**src/rtl/sfbp_pkg.sv**
```systemverilog
package sfbp_pkg;

    typedef enum logic [3:0] {
        ST_IDLE,
        ST_PROBE_CMD,
        ST_PROBE_RD,
        ST_WEN,
        ST_PROG_CMD,
        ST_PROG_ADR,
        ST_PROG_DAT,
        ST_POLL_CMD,
        ST_POLL_RD,
        ST_GAP,
        ST_DENY,
        ST_RECOVER
    } st_e;

    localparam logic [7:0] OP_RDSR = 8'h05;
    localparam logic [7:0] OP_WREN = 8'h06;
    localparam logic [7:0] OP_PROG = 8'h02;

    // States in which chip select is held low and a byte is shifted
    function automatic logic in_frame(input st_e s);
        return (s inside {ST_PROBE_CMD, ST_PROBE_RD, ST_WEN, ST_PROG_CMD,
                          ST_PROG_ADR, ST_PROG_DAT, ST_POLL_CMD, ST_POLL_RD});
    endfunction

endpackage

```
**src/rtl/sfbp_spi_byte.sv**
```systemverilog
module sfbp_spi_byte #(
    parameter int W = 8
) (
    input  logic         clk,
    input  logic         rst_n,
    input  logic         start,
    input  logic [W-1:0] tx,
    input  logic         miso,
    output logic         sck,
    output logic         mosi,
    output logic         active,
    output logic         done,
    output logic [W-1:0] rx
);
    localparam int CW = $clog2(W);

    logic          ph;
    logic [CW-1:0] cnt;
    logic [W-1:0]  sh;

    always_ff @(posedge clk or negedge rst_n) begin
        if (!rst_n) begin
            active <= 1'b0;
            ph     <= 1'b0;
            cnt    <= '0;
            sh     <= '0;
            done   <= 1'b0;
        end else begin
            done <= 1'b0;
            if (!active) begin
                if (start) begin
                    active <= 1'b1;
                    sh     <= tx;
                    ph     <= 1'b0;
                    cnt    <= '0;
                end
            end else if (!ph) begin
                ph <= 1'b1;
            end else begin
                ph <= 1'b0;
                sh <= {sh[W-2:0], miso};
                if (cnt == CW'(W-1)) begin
                    active <= 1'b0;
                    done   <= 1'b1;
                end else begin
                    cnt <= cnt + 1'b1;
                end
            end
        end
    end

    assign sck  = ph;
    assign mosi = sh[W-1];
    assign rx   = sh;

    // data towards the flash is steady across each high phase
    p_mosi_hold_r9: assert property (@(posedge clk) disable iff (!rst_n)
        sck |-> $stable(mosi));
    // completion is a single-cycle pulse
    p_done_pulse_r9: assert property (@(posedge clk) disable iff (!rst_n)
        done |=> !done);

endmodule

```
**src/rtl/sfbp_prot_dec.sv**
```systemverilog
module sfbp_prot_dec #(
    parameter int ARR_AW = 21,
    parameter int BPW    = 3
) (
    input  logic [BPW-1:0]    bp,
    input  logic [ARR_AW-1:0] addr,
    output logic              prot
);
    localparam int FULL = (1 << BPW) - 1;

    always_comb begin
        if (bp == '0) begin
            prot = 1'b0;
        end else if (bp == BPW'(FULL)) begin
            prot = 1'b1;
        end else begin
            prot = 1'b1;
            for (int i = 0; i < FULL; i++) begin
                if (i < FULL - int'(bp)) prot = prot & addr[ARR_AW-1-i];
            end
        end
    end

endmodule

```
**src/rtl/sflash_byte_prog.sv**
```systemverilog
module sflash_byte_prog
    import sfbp_pkg::*;
#(
    parameter int AW        = 24,
    parameter int DW        = 8,
    parameter int ARR_AW    = 21,
    parameter int BP_LSB    = 2,
    parameter int GAP_CYC   = 2,
    parameter int DENY_CYC  = 2,
    parameter int RECOV_CYC = 2
) (
    input  logic          clk,
    input  logic          rst_n,
    input  logic          wr_stb,
    input  logic          wr_en,
    input  logic [AW-1:0] wr_addr,
    input  logic [DW-1:0] wr_data,
    input  logic          rev_bits,
    output logic          busy,
    output logic          illegal_wr,
    output logic          fl_cs_n,
    output logic          fl_sck,
    output logic          fl_mosi,
    input  logic          fl_miso
);
    localparam int NAB   = AW / 8;
    localparam int MAX1  = (GAP_CYC > DENY_CYC) ? GAP_CYC : DENY_CYC;
    localparam int MAX2  = (MAX1 > RECOV_CYC) ? MAX1 : RECOV_CYC;
    localparam int MAXC  = (MAX2 > NAB) ? MAX2 : NAB;
    localparam int CNTW  = $clog2(MAXC + 1);

    st_e             st, st_n, ret, ret_n;
    logic [CNTW-1:0] cnt, cnt_n;
    logic [AW-1:0]   addr_q;
    logic [DW-1:0]   data_q, data_rev;
    logic            accept;

    logic            sh_start, sh_act, sh_done;
    logic [7:0]      sh_tx, sh_rx;
    logic            prot;

    // Bit-order reversal of the incoming byte
    for (genvar g = 0; g < DW; g++) begin : g_rev
        assign data_rev[g] = wr_data[DW-1-g];
    end

    assign accept = (st == ST_IDLE) && wr_stb && wr_en;

    sfbp_spi_byte #(.W(8)) u_shift (
        .clk    (clk),
        .rst_n  (rst_n),
        .start  (sh_start),
        .tx     (sh_tx),
        .miso   (fl_miso),
        .sck    (fl_sck),
        .mosi   (fl_mosi),
        .active (sh_act),
        .done   (sh_done),
        .rx     (sh_rx)
    );

    sfbp_prot_dec #(.ARR_AW(ARR_AW), .BPW(3)) u_prot (
        .bp   (sh_rx[BP_LSB +: 3]),
        .addr (addr_q[ARR_AW-1:0]),
        .prot (prot)
    );

    // Byte to shift in the current state
    always_comb begin
        sh_tx = '0;
        unique case (st)
            ST_PROBE_CMD, ST_POLL_CMD: sh_tx = OP_RDSR;
            ST_WEN:                    sh_tx = OP_WREN;
            ST_PROG_CMD:               sh_tx = OP_PROG;
            ST_PROG_ADR:               sh_tx = addr_q[(NAB-1-int'(cnt))*8 +: 8];
            ST_PROG_DAT:               sh_tx = data_q;
            default:                   sh_tx = '0;
        endcase
    end

    assign sh_start = in_frame(st) && !sh_act && !sh_done;

    // Next-state logic
    always_comb begin
        st_n  = st;
        cnt_n = cnt;
        ret_n = ret;
        unique case (st)
            ST_IDLE:      if (accept) st_n = ST_PROBE_CMD;
            ST_PROBE_CMD: if (sh_done) st_n = ST_PROBE_RD;
            ST_PROBE_RD:  if (sh_done) begin
                              cnt_n = '0;
                              if (prot) st_n = ST_DENY;
                              else begin st_n = ST_GAP; ret_n = ST_WEN; end
                          end
            ST_WEN:       if (sh_done) begin st_n = ST_GAP; ret_n = ST_PROG_CMD; cnt_n = '0; end
            ST_PROG_CMD:  if (sh_done) begin st_n = ST_PROG_ADR; cnt_n = '0; end
            ST_PROG_ADR:  if (sh_done) begin
                              if (cnt == CNTW'(NAB-1)) begin st_n = ST_PROG_DAT; cnt_n = '0; end
                              else cnt_n = cnt + 1'b1;
                          end
            ST_PROG_DAT:  if (sh_done) begin st_n = ST_GAP; ret_n = ST_POLL_CMD; cnt_n = '0; end
            ST_POLL_CMD:  if (sh_done) st_n = ST_POLL_RD;
            ST_POLL_RD:   if (sh_done) begin
                              cnt_n = '0;
                              if (sh_rx[0]) begin st_n = ST_GAP; ret_n = ST_POLL_CMD; end
                              else st_n = ST_RECOVER;
                          end
            ST_GAP:       if (cnt == CNTW'(GAP_CYC-1)) begin st_n = ret; cnt_n = '0; end
                          else cnt_n = cnt + 1'b1;
            ST_DENY:      if (cnt == CNTW'(DENY_CYC-1)) begin st_n = ST_IDLE; cnt_n = '0; end
                          else cnt_n = cnt + 1'b1;
            ST_RECOVER:   if (cnt == CNTW'(RECOV_CYC-1)) begin st_n = ST_IDLE; cnt_n = '0; end
                          else cnt_n = cnt + 1'b1;
            default:      st_n = ST_IDLE;
        endcase
    end

    // State register and request capture
    always_ff @(posedge clk or negedge rst_n) begin
        if (!rst_n) begin
            st     <= ST_IDLE;
            ret    <= ST_IDLE;
            cnt    <= '0;
            addr_q <= '0;
            data_q <= '0;
        end else begin
            st  <= st_n;
            ret <= ret_n;
            cnt <= cnt_n;
            if (accept) begin
                addr_q <= wr_addr;
                data_q <= rev_bits ? data_rev : wr_data;
            end
        end
    end

    // Registered outputs
    always_ff @(posedge clk or negedge rst_n) begin
        if (!rst_n) begin
            busy       <= 1'b0;
            illegal_wr <= 1'b0;
            fl_cs_n    <= 1'b1;
        end else begin
            busy       <= !(st_n inside {ST_IDLE, ST_DENY, ST_RECOVER});
            illegal_wr <= (st_n == ST_DENY);
            fl_cs_n    <= !in_frame(st_n);
        end
    end

    // refusal pulse lasts exactly two cycles, busy low meanwhile
    p_illegal_start_r6: assert property (@(posedge clk) disable iff (!rst_n)
        $rose(illegal_wr) |=> illegal_wr);
    p_illegal_stop_r6: assert property (@(posedge clk) disable iff (!rst_n)
        (illegal_wr && $past(illegal_wr)) |=> !illegal_wr);
    p_illegal_idle_r6: assert property (@(posedge clk) disable iff (!rst_n)
        illegal_wr |-> !busy);
    // no job without both strobe and qualifier
    p_no_enable_r2: assert property (@(posedge clk) disable iff (!rst_n)
        (st == ST_IDLE && !(wr_stb && wr_en)) |=> !busy);
    // at least the cycle after busy falls stays quiet
    p_recover_r8: assert property (@(posedge clk) disable iff (!rst_n)
        $fell(busy) |=> !busy);
    // chip select gap and idle serial clock
    p_cs_gap_r9: assert property (@(posedge clk) disable iff (!rst_n)
        $rose(fl_cs_n) |=> fl_cs_n);
    p_sck_idle_r9: assert property (@(posedge clk) disable iff (!rst_n)
        fl_cs_n |-> !fl_sck);
    // a zero protect field never leads to a refusal
    p_bp_zero_r7: assert property (@(posedge clk) disable iff (!rst_n)
        (st == ST_PROBE_RD && sh_done && sh_rx[BP_LSB +: 3] == 3'd0) |=> st == ST_GAP);

endmodule

```
**config.mk**
```make
export PLATFORM = sky130hd
export DESIGN_NAME = sflash_byte_prog
export DESIGN_NICKNAME = d
export VERILOG_FILES = /design/src/rtl/sfbp_pkg.sv /design/src/rtl/sfbp_spi_byte.sv /design/src/rtl/sfbp_prot_dec.sv /design/src/rtl/sflash_byte_prog.sv
export SDC_FILE = /design/constraint.sdc
export NUM_CORES = 1
export LEC_CHECK = 0
export BUFFER_PORTS_ARGS = -buffer_cell sky130_fd_sc_hd__buf_4
export CAP_MARGIN = 30
export CELL_PAD_IN_SITES_DETAIL_PLACEMENT = 2
export CELL_PAD_IN_SITES_GLOBAL_PLACEMENT = 2
export CORE_MARGIN = 4
export CORE_UTILIZATION = 36
export DETAILED_ROUTE_END_ITERATION = 12
export PLACE_DENSITY_LB_ADDON = 0.1
export SYNTH_ARGS = -nofsm -noshare
export SYNTH_HDL_FRONTEND = slang
export SYNTH_SLANG_ARGS = --single-unit
export TNS_END_PERCENT = 10
```
**constraint.sdc**
```tcl
create_clock -name clk -period 3 [get_ports clk]
set_input_delay 0.45 -clock clk [delete_from_list [all_inputs] [get_ports clk]]
set_output_delay 0.45 -clock clk [all_outputs]
set_load 0.02 [all_outputs]
```
# Word-level counts from Yosys, hierarchy flattened
# Index checks and enable logic that the tools add are counted.
# word_totals
ff_bits,59
inputBits,38
output_inout_bits,5
elab_cells,158
# classes
n_addsub,4
order_cmp,7
n_eq_ne,35
shifts,1
mux,66
n_bitwise,6
n_reduce_logical,26
# op_table
operator,count
4-bit by 32-bit less-than comparator with 1-bit output (first input constant),3
4-bit two-way mux,17
3-bit by 32-bit less-than comparator with 1-bit output (first input constant),2
4-bit case mux with 10 select lines,1
8-bit case mux with 5 select lines,1
4-bit by 3-bit equality test with 1-bit output (second input constant),8
1-bit by 32-bit less-than comparator with 1-bit output (first input constant),1
2-bit by 32-bit less-than comparator with 1-bit output (first input constant),1
8-bit two-way mux,4
1-bit two-way mux,31
4-bit equality test (second input constant),7
24-bit by 6-bit variable part select with 8-bit output,1
4-bit by 2-bit equality test with 1-bit output (second input constant),4
4-bit case mux with 4 select lines,1
8-bit nonzero test,2
2-bit by 1-bit != test with 1-bit output (second input constant),7
2-bit two-way mux,6
3-bit two-way mux,4
4-bit by 1-bit equality test with 1-bit output (second input constant),2
4-bit logical NOT,2
7-bit AND reduction,1
1-bit AND,6
3-bit equality test (second input constant),2
2-bit != test (second input constant),3
18 further kinds,28

# Longest topological paths before layout
# depth
word_depth,35
ltp_mapped,12
ltp_nobuf,8

# By module
# From an unflattened synthesis, not the netlist that was laid out.
# unflattened
hier_cells,307
hier_area_um2,3271.9
# by_module_without_submodules
module,instances,cells_per_inst,area_per_inst_um2,seq_area_each_um2
sflash_byte_prog,1,239,2446.1,1077.3
sfbp_spi_byte,1,62,779.5,350.3
sfbp_prot_dec,1,6,46.3,0.0

# Least setup slack after synthesis
# No wires, ideal clock.
# synth_timing
path_kind,register -> register
startpoint,reg cnt[0]
endpoint,reg u_shift.sh[4] (netlist: u_shift.rx[4])
setup_ns,0.128
arrival_time_ns,2.547
t_required_ns,2.872
slack_ns,0.325
stages_incl_launch_ff,12
n_path_buf,4
period_less_slack_ns,2.675
cell_sequence,dfrtp_1 -> clkbuf_1 -> clkbuf_1 -> inv_1 -> ha_1 -> clkbuf_1 -> clkbuf_1 -> mux2i_1 -> o21ai_0 -> a22oi_1 -> o21ai_0 -> mux2_1
# synth_via
elab_chain_cells,5
# synth_lines
item,line_no,rtl
"start, declared",sflash_byte_prog.sv:33,"logic [CNTW-1:0] cnt, cnt_n;"
"start signal, assigned",sflash_byte_prog.sv:130,cnt <= cnt_n;
2-bit by 2-bit subtractor with 3-bit output,sflash_byte_prog.sv:75,ST_PROG_ADR: sh_tx = addr_q[(NAB-1-int'(cnt))*8 +: 8];
24-bit by 6-bit variable part select with 8-bit output,sflash_byte_prog.sv:75,
8-bit case mux with 5 select lines,sflash_byte_prog.sv:71,unique case (st)
8-bit two-way mux,sfbp_spi_byte.sv:31,if (start) begin
8-bit two-way mux,sfbp_spi_byte.sv:30,if (!active) begin
"end signal, assigned",sfbp_spi_byte.sv:33,sh <= tx;
"end signal, assigned",sfbp_spi_byte.sv:41,"sh <= {sh[W-2:0], miso};"
"end, declared",sfbp_spi_byte.sv:19,logic [W-1:0] sh;
# No other way between the ends. The select of a mux whose other input is x is not followed.
# A chain may end at the register's enable or synchronous reset.

# Worst setup path after layout
# layout_timing
startpoint,reg cnt[0]
endpoint,reg u_shift.sh[3] (netlist: u_shift.rx[3])
# The elaborated chain is that of the path after synthesis.

==> report_table.html <==
<table>
<tr><th>Metric</th><th>Value</th></tr>
<tr><th colspan="2">Status</th></tr>
<tr><td>Status</td><td>finished clean</td></tr>
<tr><th colspan="2">Logic synthesis</th></tr>
<tr><td>Post-Syn Area</td><td>0.00313 mm^2</td></tr>
<tr><td>Synth unique cells</td><td>a little under 50</td></tr>
<tr><td>Ranking of synthesized cells by instance count</td><td>56 x sky130_fd_sc_hd__dfrtp_1, 28 x sky130_fd_sc_hd__a21oi_1, 26 x sky130_fd_sc_hd__mux2_2, 23 x sky130_fd_sc_hd__nand2_1, 22 x sky130_fd_sc_hd__o21ai_0</td></tr>
<tr><td>Seq cells post-synth</td><td>57</td></tr>
<tr><td>Dominant register cell in the synthesized netlist</td><td>sky130_fd_sc_hd__dfrtp_1</td></tr>
<tr><td>Proportion of synthesized chip area in sequential cells</td><td>0.457</td></tr>
<tr><td>Yosys synthesis warning count</td><td>0</td></tr>
<tr><td>Ys async rst share</td><td>1.00</td></tr>
<tr><td>Biggest area consumer among synthesized cells</td><td>sky130_fd_sc_hd__dfrtp_1</td></tr>
<tr><td>Most frequent cell after synthesis</td><td>sky130_fd_sc_hd__dfrtp_1</td></tr>
<tr><td>Top-area cell type share of the netlist area</td><td>0.448</td></tr>
<tr><td>Average cell area after synthesis</td><td>between 9 and 10 um^2</td></tr>
<tr><td>Largest cells by area after synthesis</td><td>sky130_fd_sc_hd__dfrtp_1 45%, sky130_fd_sc_hd__mux2_2 9.4%, sky130_fd_sc_hd__mux2i_1 5.1%</td></tr>
<tr><td>EDFF count, synth</td><td>0</td></tr>
<tr><td>Gate Count Post-Synth</td><td>314</td></tr>
<tr><td>Syn_nets</td><td>358</td></tr>
<tr><th colspan="2">Floorplan</th></tr>
<tr><td>X dimension of the die</td><td>a little over 100 um</td></tr>
<tr><td>Core Footprint</td><td>between 0.008 and 0.009 mm^2</td></tr>
<tr><td>Boundary Pins</td><td>43</td></tr>
<tr><td>Die area</td><td>between 0.01 and 0.015 mm^2</td></tr>
<tr><td>Cell Rows</td><td>33</td></tr>
<tr><td>Starting density of the core</td><td>0.375</td></tr>
<tr><td>Die outline height</td><td>101 um</td></tr>
<tr><th colspan="2">Setup path</th></tr>
<tr><td>WP data required</td><td>3270 ps</td></tr>
<tr><td>Crit path max fanout</td><td>15</td></tr>
<tr><td>Sequence of cells on the critical path</td><td>inv_1 &gt; ha_1 &gt; nor2b_1 &gt; a21oi_1 &gt; o21ai_0 &gt; a22oi_1 &gt; o31ai_1 &gt; mux2_1</td></tr>
<tr><td>Crit-path leading delay family</td><td>adder cells</td></tr>
<tr><td>CP Buf/Inv Count</td><td>1</td></tr>
<tr><td>Critical Path Max Stage Delay</td><td>slightly below 700 ps</td></tr>
<tr><td>Worst path arrival time</td><td>2700 ps</td></tr>
<tr><td>Capturing element type of the critical path</td><td>flip-flop</td></tr>
<tr><td>Crit-path slowest cell</td><td>sky130_fd_sc_hd__ha_1</td></tr>
<tr><td>Class of the most critical setup path</td><td>flip-flop to flip-flop</td></tr>
<tr><td>Startpoint type of the worst setup path</td><td>flip-flop</td></tr>
<tr><th colspan="2">Cells and area</th></tr>
<tr><td>Layout cell share with drive strength beyond 1</td><td>0.268</td></tr>
<tr><td>Sequential cell area</td><td>about 0.0014 mm^2</td></tr>
<tr><td>Final nets</td><td>around 400</td></tr>
<tr><td>Antenna cell count</td><td>0</td></tr>
<tr><td>Combined area of the multi-input logic cells</td><td>~0.0016 mm^2</td></tr>
<tr><td>Synth-to-Final Area Change</td><td>19.6%</td></tr>
<tr><td>Total of fill cells in the finished design</td><td>919</td></tr>
<tr><th colspan="2">Global route</th></tr>
<tr><td>Global route overflow</td><td>0</td></tr>
<tr><td>Wire length of the first global-routing pass</td><td>roughly 15000 um</td></tr>
<tr><td>Initial antenna violation count</td><td>0</td></tr>
<tr><td>Global-route usage over all layers</td><td>0.190</td></tr>
<tr><td>Largest net degree at the start of global routing</td><td>slightly below 60</td></tr>
<tr><td>Number of global-route vias before repair</td><td>between 2000 and 3000</td></tr>
<tr><th colspan="2">Clocking</th></tr>
<tr><td>CTS Buffer Depth</td><td>2</td></tr>
<tr><td>Cell at the root of the clock tree</td><td>sky130_fd_sc_hd__clkbuf_8</td></tr>
<tr><td>Latest clock arrival within the worst-skew pair</td><td>330 ps</td></tr>
<tr><td>Total of cells resized after clock tree synthesis</td><td>0</td></tr>
<tr><td>Hold-fix buffer count after cts</td><td>0</td></tr>
<tr><td>Sink count of the clock tree</td><td>57</td></tr>
<tr><td>Clock tree from TritonCTS</td><td>done</td></tr>
<tr><td>Num CTS Buffers</td><td>9</td></tr>
<tr><td>Clock Pin Slew Worst Setup and Hold Paths</td><td>70 ps</td></tr>
<tr><td>H-tree level count</td><td>3</td></tr>
<tr><td>Buffers inserted during post-CTS setup optimization</td><td>0</td></tr>
<tr><th colspan="2">Routing</th></tr>
<tr><td>Iteration count of the initial detailed-routing pass</td><td>4</td></tr>
<tr><td>Wire length per cell after detailed routing</td><td>roughly 19 um</td></tr>
<tr><td>Residual antenna-violating net count after detailed routing</td><td>0</td></tr>
<tr><td>Post-route DRC violation count</td><td>0</td></tr>
<tr><td>Via density per instance</td><td>between 5 and 6</td></tr>
<tr><td>Vias</td><td>around 2600</td></tr>
<tr><td>First-iteration detailed-routing DRC count</td><td>between 60 and 70</td></tr>
<tr><td>Routed wire length</td><td>8810 um</td></tr>
<tr><th colspan="2">Timing</th></tr>
<tr><td>Final Critical Period</td><td>between 2000 and 2500 ps</td></tr>
<tr><td>Maximum clock rate</td><td>0.411 GHz</td></tr>
<tr><td>Unrepaired setup endpoints after global routing</td><td>false</td></tr>
<tr><td>Clock Skews</td><td>about 7.2 ps</td></tr>
<tr><td>Setup TNS</td><td>0 ps</td></tr>
<tr><td>Slew at the pin closest to its max-slew limit</td><td>758 ps</td></tr>
<tr><td>Pins Over Slew Limit</td><td>0</td></tr>
<tr><td>Max-Slew Margin vs Limit</td><td>0.495</td></tr>
<tr><td>Total of endpoints with negative setup slack in the final report</td><td>0</td></tr>
<tr><td>Count of endpoints failing hold in the final timing report</td><td>0</td></tr>
<tr><td>Final Cycle Share</td><td>0.811</td></tr>
<tr><th colspan="2">Worst hold path</th></tr>
<tr><td>Classification of the worst-slack hold path</td><td>input port to asynchronous set/reset pin</td></tr>
<tr><th colspan="2">Power</th></tr>
<tr><td>Peak supply drop</td><td>around 0.00038 V</td></tr>
<tr><td>Post-route total power</td><td>between 3 and 4 mW</td></tr>
<tr><td>Power Density</td><td>roughly 1000 mW/mm^2</td></tr>
<tr><td>Static leakage</td><td>1.64 nW</td></tr>
<tr><th colspan="2">Place</th></tr>
<tr><td>GPL Wtd Cong</td><td>between 0.7 and 0.8</td></tr>
<tr><td># port buffers</td><td>42</td></tr>
<tr><td>Half-perimeter wire length of the detailed placement result</td><td>between 6000 and 7000 um</td></tr>
<tr><th colspan="2">Flow run</th></tr>
<tr><td>Number of maximum-capacitance constraint violations</td><td>0</td></tr>
</table>
[cell usage in the layout (no fill, tap or decap), drive strengths merged, types with 2 or more instances in the layout]
cell	instances
buf	48
or3	5
bufinv	2
mux2	32
mux2i	16
a21oi	28
clkbuf	11
and3	2
a21boi	2
a222oi	2
xnor2	2
a31oi	3
o21ai	28
o211ai	2
nor2	17
o22ai	2
a22oi	6
nor2b	6
nor4	2
dfrtp	56
nand2b	7
nor3b	2
ha	6
nand3	10
inv	7
a22o	4
nor3	5
nand2	23
clkinv	3
[cells by family after synthesis]
family / share of synthesized area
buffers and inverters: 0.0400
muxes: 0.166
AOI/OAI and AO/OA: 0.167
DFF: 0.457
and+or+nand+nor: 0.140
adders and majority gates: 0.0240
xor gates and xnor gates: 0.00560
[final cells by class]
cell class                      instances  share of cell area
Clock buffer                           11              0.0378
Clock inverter                          5              0.0211
Inverter                                7             0.00703
Multi-Input combinational cell        226               0.421
Sequential cell                        57               0.382
Tap cell                              105              0.0351
Timing Repair Buffer                   48              0.0964
[registers in the layout, summed over array words and instances (netlist names)]
signal	count
u_shift.active	1
u_shift.cnt	3
st	4
u_shift.sck	1
cnt	2
u_shift.done	1
data_q	8
illegal_wr	1
u_shift.rx	8
fl_cs_n	1
addr_q	24
busy	1
ret	2
[path summary, 6_finish.rpt]
kind | start | endpoint | slack (ps) | depth (start not counted)
setup / recovery | cnt[0] | u_shift.rx[3] | 570 | 8
hold / removal | rst_n | cnt[0] | 170 | 1
setup reg to reg | cnt[0] | u_shift.rx[3] | 570 | 8
hold reg to reg | u_shift.rx[6] | u_shift.rx[6] | 500 | 1
max in group asynchronous | rst_n | st[2] | 2310 | 1
min in group clk | wr_addr[8] | addr_q[8] | 350 | 2
[through the flow]
stage / cells / worst slack [ps] / util / hold slack (ps) / instance area, um^2
finish: 459 / 568 / 0.448 / 166 / 3740
global route: 459 / 278 / 0.448 / 217 / 3740
CTS: 459 / 510 / 0.448 / 207 / 3740
detailed placement: 443 / 563 / 0.422 / 486 / 3520
global placement: 443 / 618 / 0.422 / 475 / 3520
floorplan: 314 / 325 / - / 154 / 3130
[routing by layer]
metal  GRT usage  vias up  wire (um)
li1            -     1204          -
met1       0.241     1307       3960
met2       0.326       30       4540
met3      0.0386       10        188
met4      0.0562        0        109
met5           0        -          0
[power by group]
group          switching, mW  leakage, nW  internal [mW]  total (mW)
Sequential             0.351        0.687           1.12        1.47
Combinational          0.850        0.844          0.754        1.60
Clock                  0.322        0.113          0.489       0.812
Note: power is estimated with default switching activity, not from simulation.
